`src/rtl/cam_pkg.sv`:
```
package cam_pkg;

  typedef enum logic [1:0] {
    OP_IDLE = 2'b00,
    OP_PUSH = 2'b01,
    OP_TOP  = 2'b10,
    OP_POP  = 2'b11
  } camOp_e;

  // strobes passed from control to datapath
  typedef struct packed {
    logic wrStb;      // write the addressed entry
    logic searchStb;  // register a search result
    logic delStb;     // invalidate the winning entry
  } camStrobe_t;

endpackage

```
`src/rtl/cam_ctrl.sv`:
```
module cam_ctrl
  import cam_pkg::*;
(
  input  logic       clk,
  input  logic       rst_n,
  input  logic [1:0] opCode,
  output camStrobe_t strobes,
  output logic       resDone
);

  camOp_e opDec;

  always_comb begin
    opDec             = camOp_e'(opCode);
    strobes           = '0;
    unique case (opDec)
      OP_PUSH: strobes.wrStb = 1'b1;
      OP_TOP:  strobes.searchStb = 1'b1;
      OP_POP: begin
        strobes.searchStb = 1'b1;
        strobes.delStb    = 1'b1;
      end
      default: strobes = '0;
    endcase
  end

  always_ff @(posedge clk or negedge rst_n) begin
    if (!rst_n) resDone <= 1'b0;
    else        resDone <= strobes.searchStb;
  end

  // a search is followed by a done pulse
  p_done_after_search_r4: assert property (@(posedge clk) disable iff (!rst_n)
    (opCode[1]) |=> resDone);

  // idle and write cycles give no done pulse
  p_no_done_idle_r8: assert property (@(posedge clk) disable iff (!rst_n)
    (!opCode[1]) |=> !resDone);

  // delete only ever rides on a search
  p_del_with_search_r3: assert property (@(posedge clk) disable iff (!rst_n)
    strobes.delStb |-> strobes.searchStb && !strobes.wrStb);

endmodule

```
`src/rtl/cam_store.sv`:
```
module cam_store
  import cam_pkg::*;
#(
  parameter int ENTRIES = 8,
  parameter int DATA_W  = 8,
  localparam int ADDR_W = $clog2(ENTRIES)
) (
  input  logic              clk,
  input  logic              rst_n,
  input  camStrobe_t        strobes,
  input  logic [ADDR_W-1:0] opAddr,
  input  logic [DATA_W-1:0] opData,
  output logic [ADDR_W-1:0] resAddr,
  output logic              resHit
);

  logic [DATA_W-1:0] dataQ [ENTRIES];
  logic [ENTRIES-1:0] validQ;
  logic [ENTRIES-1:0] matchVec;
  logic [ENTRIES-1:0] grantVec;
  logic [ADDR_W-1:0]  winIdx;
  logic               anyMatch;

  // per-entry storage and compare
  for (genvar i = 0; i < ENTRIES; i++) begin : g_entry
    logic wrSel;
    logic delSel;

    assign wrSel       = strobes.wrStb && (opAddr == ADDR_W'(i));
    assign delSel      = strobes.delStb && grantVec[i];
    assign matchVec[i] = validQ[i] && (dataQ[i] == opData);

    always_ff @(posedge clk or negedge rst_n) begin
      if (!rst_n) begin
        dataQ[i]  <= '0;
        validQ[i] <= 1'b1;
      end else if (wrSel) begin
        dataQ[i]  <= opData;
        validQ[i] <= 1'b1;
      end else if (delSel) begin
        validQ[i] <= 1'b0;
      end
    end
  end

  // lowest-index priority encoder
  always_comb begin
    winIdx = '0;
    for (int i = ENTRIES - 1; i >= 0; i--) begin
      if (matchVec[i]) winIdx = ADDR_W'(i);
    end
    anyMatch = |matchVec;
    grantVec = anyMatch ? (ENTRIES'(1) << winIdx) : '0;
  end

  always_ff @(posedge clk or negedge rst_n) begin
    if (!rst_n) begin
      resAddr <= '0;
      resHit  <= 1'b0;
    end else if (strobes.searchStb) begin
      resAddr <= winIdx;
      resHit  <= anyMatch;
    end
  end

  // at most one entry is granted
  p_single_grant_r7: assert property (@(posedge clk) disable iff (!rst_n)
    $onehot0(grantVec));

  // a miss reports address zero
  p_miss_addr_zero_r5: assert property (@(posedge clk) disable iff (!rst_n)
    !resHit |-> resAddr == '0);

  // the removed entry is invalid afterwards
  p_pop_clears_r3: assert property (@(posedge clk) disable iff (!rst_n)
    (strobes.delStb && anyMatch) |=> !validQ[$past(winIdx)]);

  // a keep-search leaves every valid flag as it was
  p_top_keeps_r2: assert property (@(posedge clk) disable iff (!rst_n)
    (strobes.searchStb && !strobes.delStb) |=> validQ == $past(validQ));

  // a written entry is valid afterwards
  p_push_valid_r1: assert property (@(posedge clk) disable iff (!rst_n)
    strobes.wrStb |=> validQ[$past(opAddr)]);

endmodule

```
`src/rtl/search_cam.sv`:
```
module search_cam
  import cam_pkg::*;
#(
  parameter int ENTRIES = 8,
  parameter int DATA_W  = 8,
  localparam int ADDR_W = $clog2(ENTRIES)
) (
  input  logic              clk,
  input  logic              rst_n,
  input  logic [1:0]        opCode,
  input  logic [ADDR_W-1:0] opAddr,
  input  logic [DATA_W-1:0] opData,
  output logic [ADDR_W-1:0] resAddr,
  output logic              resHit,
  output logic              resDone
);

  camStrobe_t strobes;

  cam_ctrl u_ctrl (
    .clk     (clk),
    .rst_n   (rst_n),
    .opCode  (opCode),
    .strobes (strobes),
    .resDone (resDone)
  );

  cam_store #(
    .ENTRIES (ENTRIES),
    .DATA_W  (DATA_W)
  ) u_store (
    .clk     (clk),
    .rst_n   (rst_n),
    .strobes (strobes),
    .opAddr  (opAddr),
    .opData  (opData),
    .resAddr (resAddr),
    .resHit  (resHit)
  );

  // result outputs only move after a search
  p_hold_idle_r8: assert property (@(posedge clk) disable iff (!rst_n)
    (!opCode[1]) |=> $stable(resAddr) && $stable(resHit));

endmodule

```
`config.mk`:
```
export PLATFORM = sky130hd
export DESIGN_NAME = search_cam
export DESIGN_NICKNAME = d
export VERILOG_FILES = /design/src/rtl/cam_pkg.sv /design/src/rtl/cam_ctrl.sv /design/src/rtl/cam_store.sv /design/src/rtl/search_cam.sv
export SDC_FILE = /design/constraint.sdc
export NUM_CORES = 1
export LEC_CHECK = 0
export BUFFER_PORTS_ARGS = -buffer_cell sky130_fd_sc_hd__buf_2
export CAP_MARGIN = 20
export CORE_MARGIN = 8
export CORE_UTILIZATION = 55
export CTS_CLUSTER_DIAMETER = 60
export CTS_CLUSTER_SIZE = 25
export DETAILED_ROUTE_END_ITERATION = 10
export PLACE_DENSITY = 0.78
export SYNTH_ARGS = -nofsm -noshare
export SYNTH_HDL_FRONTEND = slang
export SYNTH_SLANG_ARGS = --single-unit
```
`constraint.sdc`:
```
create_clock -name clk -period 2.06 [get_ports clk]
set_clock_uncertainty 0.15 [all_clocks]
set_input_delay 0.103 -clock clk [delete_from_list [all_inputs] [get_ports clk]]
set_output_delay 0.103 -clock clk [all_outputs]
set_load 0.03 [all_outputs]
```
# --- Yosys cells after proc, flatten, opt, wreduce, memory -nomap -nowiden ---
# Index checks and enable logic that the tools add are counted.
op_classes:
  n_div: 0
  add_sub_neg: 0
  reduce_logical: 35
  n_bitwise: 0
  n_mul: 0
  mux: 28
  n_eq_ne: 18
  n_shift: 1
  magnitude_cmp: 0
ops:
  columns: ["op", "count"]
  rows:
  - ["$eq 8x8->1", 8]
  - ["$logic_and 1x1->1", 24]
  - ["$mux 3", 8]
  - ["$mux 1", 19]
  - ["$reduce_bool 2->1", 8]
  - ["$eq 3x3->1 const B", 4]
  - ["$mux 8", 1]
  - ["$reduce_or 8->1", 1]
  - ["$shl 1x3->8 const A", 1]
  - ["$eq 3x2->1 const B", 2]
  - ["$eq 2x2->1 const B", 2]
  - ["$eq 3x1->1 const B", 1]
  - ["$logic_not 3->1", 1]
  - ["$eq 2x1->1 const B", 1]
  - ["$reduce_or 2->1", 1]
word_totals:
  inputBits: 15
  regBits: 77
  n_memories: 0
  latch_bits: 0
  mem_bits_ro: 0
  output_inout_bits: 5
  ramBits: 0

# --- Longest topological paths before layout ---
# Gate-level depths: netlist of run 1.
depth:
  word_depth: 15
  depth_mapped: 8
  depth_no_buf: 6

# --- By module ---
# Synthesis of run 1 repeated with hierarchy kept, for this count alone.
hier_totals:
  hier_cells: 312
  area_unflattened_um2: 3976.3
by_module_without_submodules:
  columns: ["module", "cells_per_inst", "seq_area_each_um2", "area_per_inst_um2", "instances"]
  rows:
  - ["cam_store", 308, 1911.8, 3935.0, 1]
  - ["cam_ctrl", 4, 25.0, 41.3, 1]

# --- Least setup slack after synthesis of run 1 ---
# Ideal clock, no wire load.
synth_timing:
  path_type: "flip-flop to flip-flop"
  startpoint: "register u_store.dataQ[61] (netlist name)"
  endpoint: "register u_store.resAddr[2]"
  t_arrival_ns: 1.444
  setup_slack_ns: 0.341
  setup_time_ns: 0.125
  required_ns: 1.785
  path_stages_with_launch: 8
  synth_period_minus_slack_ns: 1.719
  cell_sequence: "dfrtp_1 > xnor2_1 > nand3_1 > or3_1 > buf_2 > nand2_1 > a211oi_2 > mux2_4"
synth_via:
  elab_chain_cells: 3
synth_lines:
  columns: ["item", "line", "rtl"]
  rows:
  - ["start, declared", "cam_store.sv:17", "logic [DATA_W-1:0] dataQ [ENTRIES];"]
  - ["start signal, assigned by index", "cam_store.sv:38", "dataQ[i] <= opData;"]
  - ["$eq 8x8->1", "cam_store.sv:31", "assign matchVec[i] = validQ[i] && (dataQ[i] == opData);"]
  - ["$logic_and 1x1->1", "cam_store.sv:31", null]
  - ["$mux 3", "cam_store.sv:50", "if (matchVec[i]) winIdx = ADDR_W'(i);"]
  - ["end signal, assigned", "cam_store.sv:61", "resAddr <= winIdx;"]
  - ["end, declared", "cam_store.sv:13", "output logic [ADDR_W-1:0] resAddr,"]
# No other way between the ends.
# A chain may end at the register's enable or synchronous reset.

# --- Final worst setup path of run 1 ---
layout_timing:
  startpoint: "register u_store.dataQ[52] (netlist name)"
  endpoint: "register u_store.resAddr[1]"
layout_via:
  elab_chain_cells: 4
layout_lines:
  columns: ["item", "line"]
  rows:
  - ["$eq 8x8->1", "cam_store.sv:31"]
  - ["$logic_and 1x1->1", "cam_store.sv:31"]
  - ["$mux 3 (2 in series)", "cam_store.sv:50"]
# No other way between the ends.

==> metrics.cfg, run 1 <==
[run_status]
status = finished clean

[drt]
wirelength_um = 8490
antenna_left = 0
wl_per_cell_um = 18.8
first_pass_iters = 5
num_vias = 2523
first_iter_violations = 126
remaining_drc_errors = 0
detail_route.vias_per_cell = 5.58

[cts]
cts.sinks = 77
htreeDepth = 3
cts_buffers = 9
cts_tree = yes
root_buffer = clkbuf_8
clock_path_buffers = 2
clock_latency_ps = 360
path_clk_slew_ps = 80

[logic_synthesis]
synth_mux_area_frac = 0.185
syn_avg_cell_area_um2 = 12.4
synthAdderAreaFrac = 0
synth_area_mm2 = 0.00398
yosysSeqAreaShare = 0.486
yosys_warnings = 0
synth-main-ff-cell = dfrtp_1
async_flop_share = 1.00
synthSimpleGateAreaFrac = 0.103
synth_edf_count = 0
synth_compound_area_frac = 0.0317
ys_ff_latch = 77
synth_cells = 322
ys_types = 40
synth_nets = 337
synth_top_family_by_area = multiplexers
synthXorXnorAreaFrac = 0.141

[critical_path]
crit_top_cell = buf_4
endpoint_kind = register
cp_slowest_cell = dfrtp_1
path_class = register to register
cp_cell_sequence = xor2_1 > nor4_1 > buf_4 > nand4_1 > buf_4 > buf_4 > a41o_1
path_max_fanout = 5
required_ps = 2160
arrival_ps = 2110
critPathLaunchType = register
critPathMaxStageDelay_ps = 390

[place]
io_buffers = 19
gp_congestion = 0.864
dp_cells = 432
dp_hpwl_um = 6010

[pwr]
p_per_area_mw_per_mm2 = 978
p_int_uw = 3080
combPwrFrac = 0.222
clkPwrFrac = 0.295
power.switching_uw = 1230
ir_worst_vdd_mv = 0.685
p_seq_frac = 0.484
power.share.switching = 0.285
p_leak_uw = 0.00187
power_uw = 4310

[die]
design.die.area_mm2 = 0.0102
start_util = 0.558
io_pins = 20
die_h_um = 101
rows = 31
die_x_um = 101
coreArea_mm2 = 0.00714

[finish]
drive_gt1_frac = 0.382
final_cells = 452
layout.area.seq_mm2 = 0.00194
multiInputGateArea_mm2 = 0.00185
areaGrowthSynthToFinish_pct = 10.8
nets = 364
fillerInstances = 599
n_antenna_cell = 0

[sta]
rsz0062_at_grt = yes
worstMarginPinSlew_ps = 501
max_freq_mhz = 497
relSlewSlack = 0.666
holdWs_ps = 21.4
post-route-min-period_ps = 2010
report.final.hold_viol_count = 0
period_share = 0.976
drv_slew = 0
setup_violations = 0

[worst_hold_path]
hp-class = input port to register

[grt]
grt_antenna_before_repair = 0
grt_pass1_vias = 2631
grt_max_degree = 34
grt_overflow = 0
grt_util_all_layers = 0.184
grt_pass1_wl_um = 13800

[flow_run]
drv_cap = 0

-- registers in the layout (all words and copies together) (netlist names) --
name / count
u_store.resHit: 1
u_ctrl.resDone: 1
u_store.dataQ: 64
u_store.resAddr: 3
u_store.validQ: 8
-- path summary, 6_finish.rpt --
check	to	from	depth (start not counted)	slack, ps
worst max-delay path	u_store.resAddr[1]	u_store.dataQ[52]	7	50
worst min-delay path	u_store.dataQ[11]	opData[3]	2	20
worst max register to register	u_store.resAddr[1]	u_store.dataQ[52]	7	50
worst min register to register	u_store.validQ[0]	u_store.validQ[0]	2	330
max in group asynchronous	u_store.validQ[1]	rst_n	3	1020
min in group asynchronous	u_store.dataQ[42]	rst_n	2	80
-- layout make-up --
class / count / share of cell area
Inverter: 1 / 0.000851
Tap cell: 99 / 0.0281
Multi-Input combinational cell: 221 / 0.420
Clock inverter: 5 / 0.0193
Timing Repair Buffer: 39 / 0.0613
Clock buffer: 10 / 0.0312
Sequential cell: 77 / 0.439
-- worst max-delay path, delay by kind of cell (launching register included) --
| family | cells | cell delay [ps] |
|---|---|---|
| compound gates | 1 | 190 |
| buf+inv | 3 | 510 |
| xor+xnor | 1 | 140 |
| flops | 1 | 390 |
| simple gates | 2 | 530 |
-- layer usage --
layer | routed length (um) | GRT usage | part of all wire
met5 | 0 | 0 | 0
met4 | 273 | 0.0997 | 0.032
met2 | 4020 | 0.284 | 0.47
met1 | 3670 | 0.226 | 0.43
met3 | 529 | 0.0525 | 0.062
-- cell families (layout without fill, tap and decap cells) --
family                    after synthesis  in the layout
DFF                                    77             77
xor gates and xnor gates               64             64
muxes                                  65             65
buffers and inverters                  24             55
and+or+nand+nor                        74             74
AOI/OAI and AO/OA                      18             18
-- power by group through the flow --
stage	logic (uW)	registers, uW	clock network [uW]
2_1_floorplan	732	2070	0
3_3_place_gp	916	2090	0
3_5_place_dp	943	2110	0
4_1_cts	952	2080	1300
5_1_grt	1040	2120	1360
6_report	956	2090	1270
-- through the flow --
stage / util / area, um2 / setup slack, ps / TNS (ps)
after floorplan: - / 3980 / 341 / 0
after global placement: 0.577 / 4120 / 82.3 / 0
after detailed placement: 0.577 / 4120 / 13.1 / 0
after CTS: 0.614 / 4380 / 26.5 / 0
after global routing: 0.618 / 4410 / -36.0 / -199
final: 0.618 / 4410 / 49.6 / 0
-- Yosys cell counts (2+ instances only) --
library cell  count  area [um2]
nor3_1           12        60.1
a21oi_1           5        25.0
nor3b_1           2        15.0
nand3b_1          3        22.5
or3_1             2        12.5
nor2_1           11        41.3
nor2b_1           4        25.0
buf_6            15         169
nor4_1            2        12.5
buf_2             3        15.0
o21ai_0           2        10.0
dfrtp_1          69        1730
nand2_1          11        41.3
a31oi_1           3        18.8
mux2_2           64         721
dfstp_2           8         210
nand3_1           7        35.0
xor2_1           21         184
xnor2_1          43         377
nor3_2            2        20.0
nand4_1          11        68.8
clkbuf_1          4        15.0
-- cells in the final DEF, fill, tap and decap left out, types with 8 or more instances in the layout --
master,n
dfrtp_1,69
dfstp_2,8
xor2_1,21
buf_4,16
nor3_1,9
xnor2_1,43
nand4_1,11
mux2_2,64
nor2_1,11
buf_2,18
nand2_1,11
clkbuf_8,10
-- timing repair --
action                     4_1_cts  5_1_grt
hold endpoints to repair        84        0
buffers inserted                 0        1
resized for setup                0        4
hold buffers                     4        0
setup endpoints to repair        0       17
No activity file was read; power rests on OpenSTA's default activity.
==> inputs of run 2 (changes only) <==
--- a/config.mk
+++ b/config.mk
@@ -5,14 +5,14 @@
 export SDC_FILE = /design/constraint.sdc
 export NUM_CORES = 1
 export LEC_CHECK = 0
-export BUFFER_PORTS_ARGS = -buffer_cell sky130_fd_sc_hd__buf_2
 export CAP_MARGIN = 20
 export CORE_MARGIN = 8
 export CORE_UTILIZATION = 55
 export CTS_CLUSTER_DIAMETER = 60
 export CTS_CLUSTER_SIZE = 25
 export DETAILED_ROUTE_END_ITERATION = 10
-export PLACE_DENSITY = 0.78
+export DONT_BUFFER_PORTS = 1
+export PLACE_DENSITY = 0.75
 export SYNTH_ARGS = -nofsm -noshare
 export SYNTH_HDL_FRONTEND = slang
 export SYNTH_SLANG_ARGS = --single-unit
==> run 2 against run 1 <==
Register-to-register slack better by 110 ps. Global-route usage is 0.70 points higher. Non-clock buffer count decreased by 22.
==> metrics.cfg, run 2 (same netlist as run 1, synthesis figures left out) <==
[cts]
path_clk_slew_ps = 70  ; about the same
htreeDepth = 3  ; unchanged
cts_resized = 0  ; unchanged
cts_tree = yes
cts.sinks = 77  ; unchanged
clock_path_buffers = 2  ; unchanged
cts_buffers = 9  ; unchanged
post_cts_buffers = 0  ; unchanged
root_buffer = clkbuf_8
clock_latency_ps = 350  ; about the same

[place]
gp_congestion = 0.764  ; -12%
io_buffers = 0  ; -19
dp_hpwl_um = 4920  ; -18%

[critical_path]
path_class = input port to register
endpoint_kind = register
crit_family = buffers and inverters
critPathMaxStageDelay_ps = 620  ; +230 ps
cp_num_buf_inv = 2  ; -1
required_ps = 2140  ; -20 ps
r2r_setup_slack_ps = 160  ; +110 ps
r2r_end = u_store.validQ[7]
arrival_ps = 2040  ; -70 ps
rr_startpoint = u_store.dataQ[52]
crit_top_cell = dlygate4sd3_1
cp_cell_sequence = dlygate4sd3_1 > nor2_1 > dlygate4sd3_1 > nand2_1 > mux2_2
rr_worst_depth = 6  ; -1
cp_slowest_cell = dlygate4sd3_1
critPathLaunchType = input port
path_max_fanout = 9  ; +4

[finish]
largest_reg_flops = 64  ; unchanged
n_antenna_cell = 0  ; unchanged
top_register = u_store.dataQ
nets = 342  ; -6.0%
final_cell_mix = dfrtp_1 (69), mux2_2 (64), xnor2_1 (43), xor2_1 (21), dlygate4sd3_1 (14)
drive_gt1_frac = 0.295  ; -0.0873
reg_top3 = u_store.dataQ: 64 flops, u_store.validQ: 8 flops, u_store.resAddr: 3 flops
areaGrowthSynthToFinish_pct = 8.20
layout_commonest_cell = dfrtp_1

[die]
start_util = 0.558  ; unchanged
io_pins = 20  ; unchanged
die_h_um = 101  ; unchanged
rows = 31  ; unchanged
coreArea_mm2 = 0.00714  ; unchanged
die_x_um = 101  ; unchanged
design.die.area_mm2 = 0.0102  ; unchanged

[grt]
grt_pass1_wl_um = 14600  ; +5.3%
grt_max_degree = 78  ; +130%
grt_overflow = 0  ; unchanged
grt_antenna_before_repair = 0  ; unchanged
grt_util_all_layers = 0.191  ; +0.00698
grt_pass1_vias = 2606  ; -0.95%

[sta]
rsz0062_at_grt = no
max_freq_mhz = 510  ; +2.5%
period_share = 0.952  ; -0.0234
setup_violations = 0  ; unchanged
relSlewSlack = 0.646  ; -0.0199
report.final.hold_viol_count = 0  ; unchanged
holdWs_ps = 33.9  ; +12.5 ps
post-route-min-period_ps = 1960  ; -48.3 ps
worstMarginPinSlew_ps = 530  ; +29.3 ps
drv_slew = 0  ; unchanged
fin_tns_setup_ps = 0  ; unchanged

[drt]
detail_route.vias_per_cell = 5.84  ; +4.6%
antenna_left = 0  ; unchanged
first_iter_violations = 134  ; +6.3%
num_vias = 2516  ; -0.28%
first_pass_iters = 4  ; -1
wirelength_um = 8920  ; +5.0%
remaining_drc_errors = 0  ; unchanged
wl_per_cell_um = 20.7  ; +10%

[run_status]
status = finished clean

[pwr]
p_leak_uw = 0.00177  ; -5.2%
p_per_area_mw_per_mm2 = 980  ; +0.21%
ir_worst_vdd_mv = 0.442  ; -36%

[worst_hold_path]
holdPathStages = 4  ; +2
hold_path_end = u_store.validQ[6]
hp-class = input port to register
hold_start = opAddr[1]

[flow_run]
drv_cap = 0  ; unchanged

## run 2: changes by cell type in the layout (fill, tap and decap cells not counted)
| cell | change |
|---|---|
| buf_2 | -18 |
| o21ai_2 | -1 |
| clkbuf_1 | +2 |
| buf_4 | -14 |
| o21ai_1 | +1 |
| buf_12 | -1 |
| clkinv_4 | -2 |
| clkbuf_8 | +1 |
| nor3_2 | -3 |
| dlygate4sd3_1 | +10 |
| buf_16 | +1 |
| nor3_1 | +3 |
## run 2: routing by layer
layer / up-vias / track usage / share of wire
li1: 1117 / - / -
met1: 1312 / 0.257 / 0.46
met2: 70 / 0.267 / 0.44
met3: 17 / 0.0421 / 0.065
met4: 0 / 0.126 / 0.028
met5: - / 0 / 0
## run 2: worst max path at each step
stage	to	depth (start not counted)	startpoint	slack [ps]
2_1_floorplan	u_store.resAddr[2]	7	u_store.dataQ[61]	340
3_5_place_dp	u_store.resAddr[2]	6	u_store.dataQ[52]	170
5_1_grt	u_store.dataQ[58]	5	opAddr[1]	20
3_3_place_gp	u_store.resAddr[2]	6	u_store.dataQ[52]	220
4_1_cts	u_store.dataQ[58]	5	opAddr[1]	130
6_report	u_store.dataQ[58]	5	opAddr[1]	100
## run 2: layout make-up
type / count / area (um2)
multi-input cells: 221 / 1830
repair buffers: 17 / 183
clock buffers: 13 / 159
clock inverters: 3 / 67.6
well taps: 99 / 124
flip-flops and latches: 77 / 1940
inverters: 1 / 3.75
fillers: 590 / 2830
## run 2: power by group
| part | leakage, uW | internal (uW) | switching [uW] |
|---|---|---|---|
| Combinational | 0.000724 | 496 | 338 |
| Sequential | 0.000934 | 1860 | 231 |
| Clock | 0.000110 | 750 | 541 |
| Total | 0.00177 | 3110 | 1110 |
## run 2: per-stage QoR
step                 util  cells  setup WS (ps)  total power, uW  instance area (um2)
global route        0.604    431           19.2             4440                 4310
global placement    0.548    400            220             2830                 3910
finish              0.604    431           97.9             4220                 4310
floorplan               -    322            341             2800                 3980
CTS                 0.604    431            134             4250                 4310
detailed placement  0.548    400            172             2870                 3910
## run 2: what timing repair did
item                                    4_1_cts  5_1_grt
endpoints found under the setup margin        0        1
endpoints found under the hold margin       154        0
hold buffers                                 15        0
## run 2: worst min-delay path, stage by stage
cell and delay [ps]:
nor3b_1 110, buf_4 170, nor2_1 90, a31oi_1 40
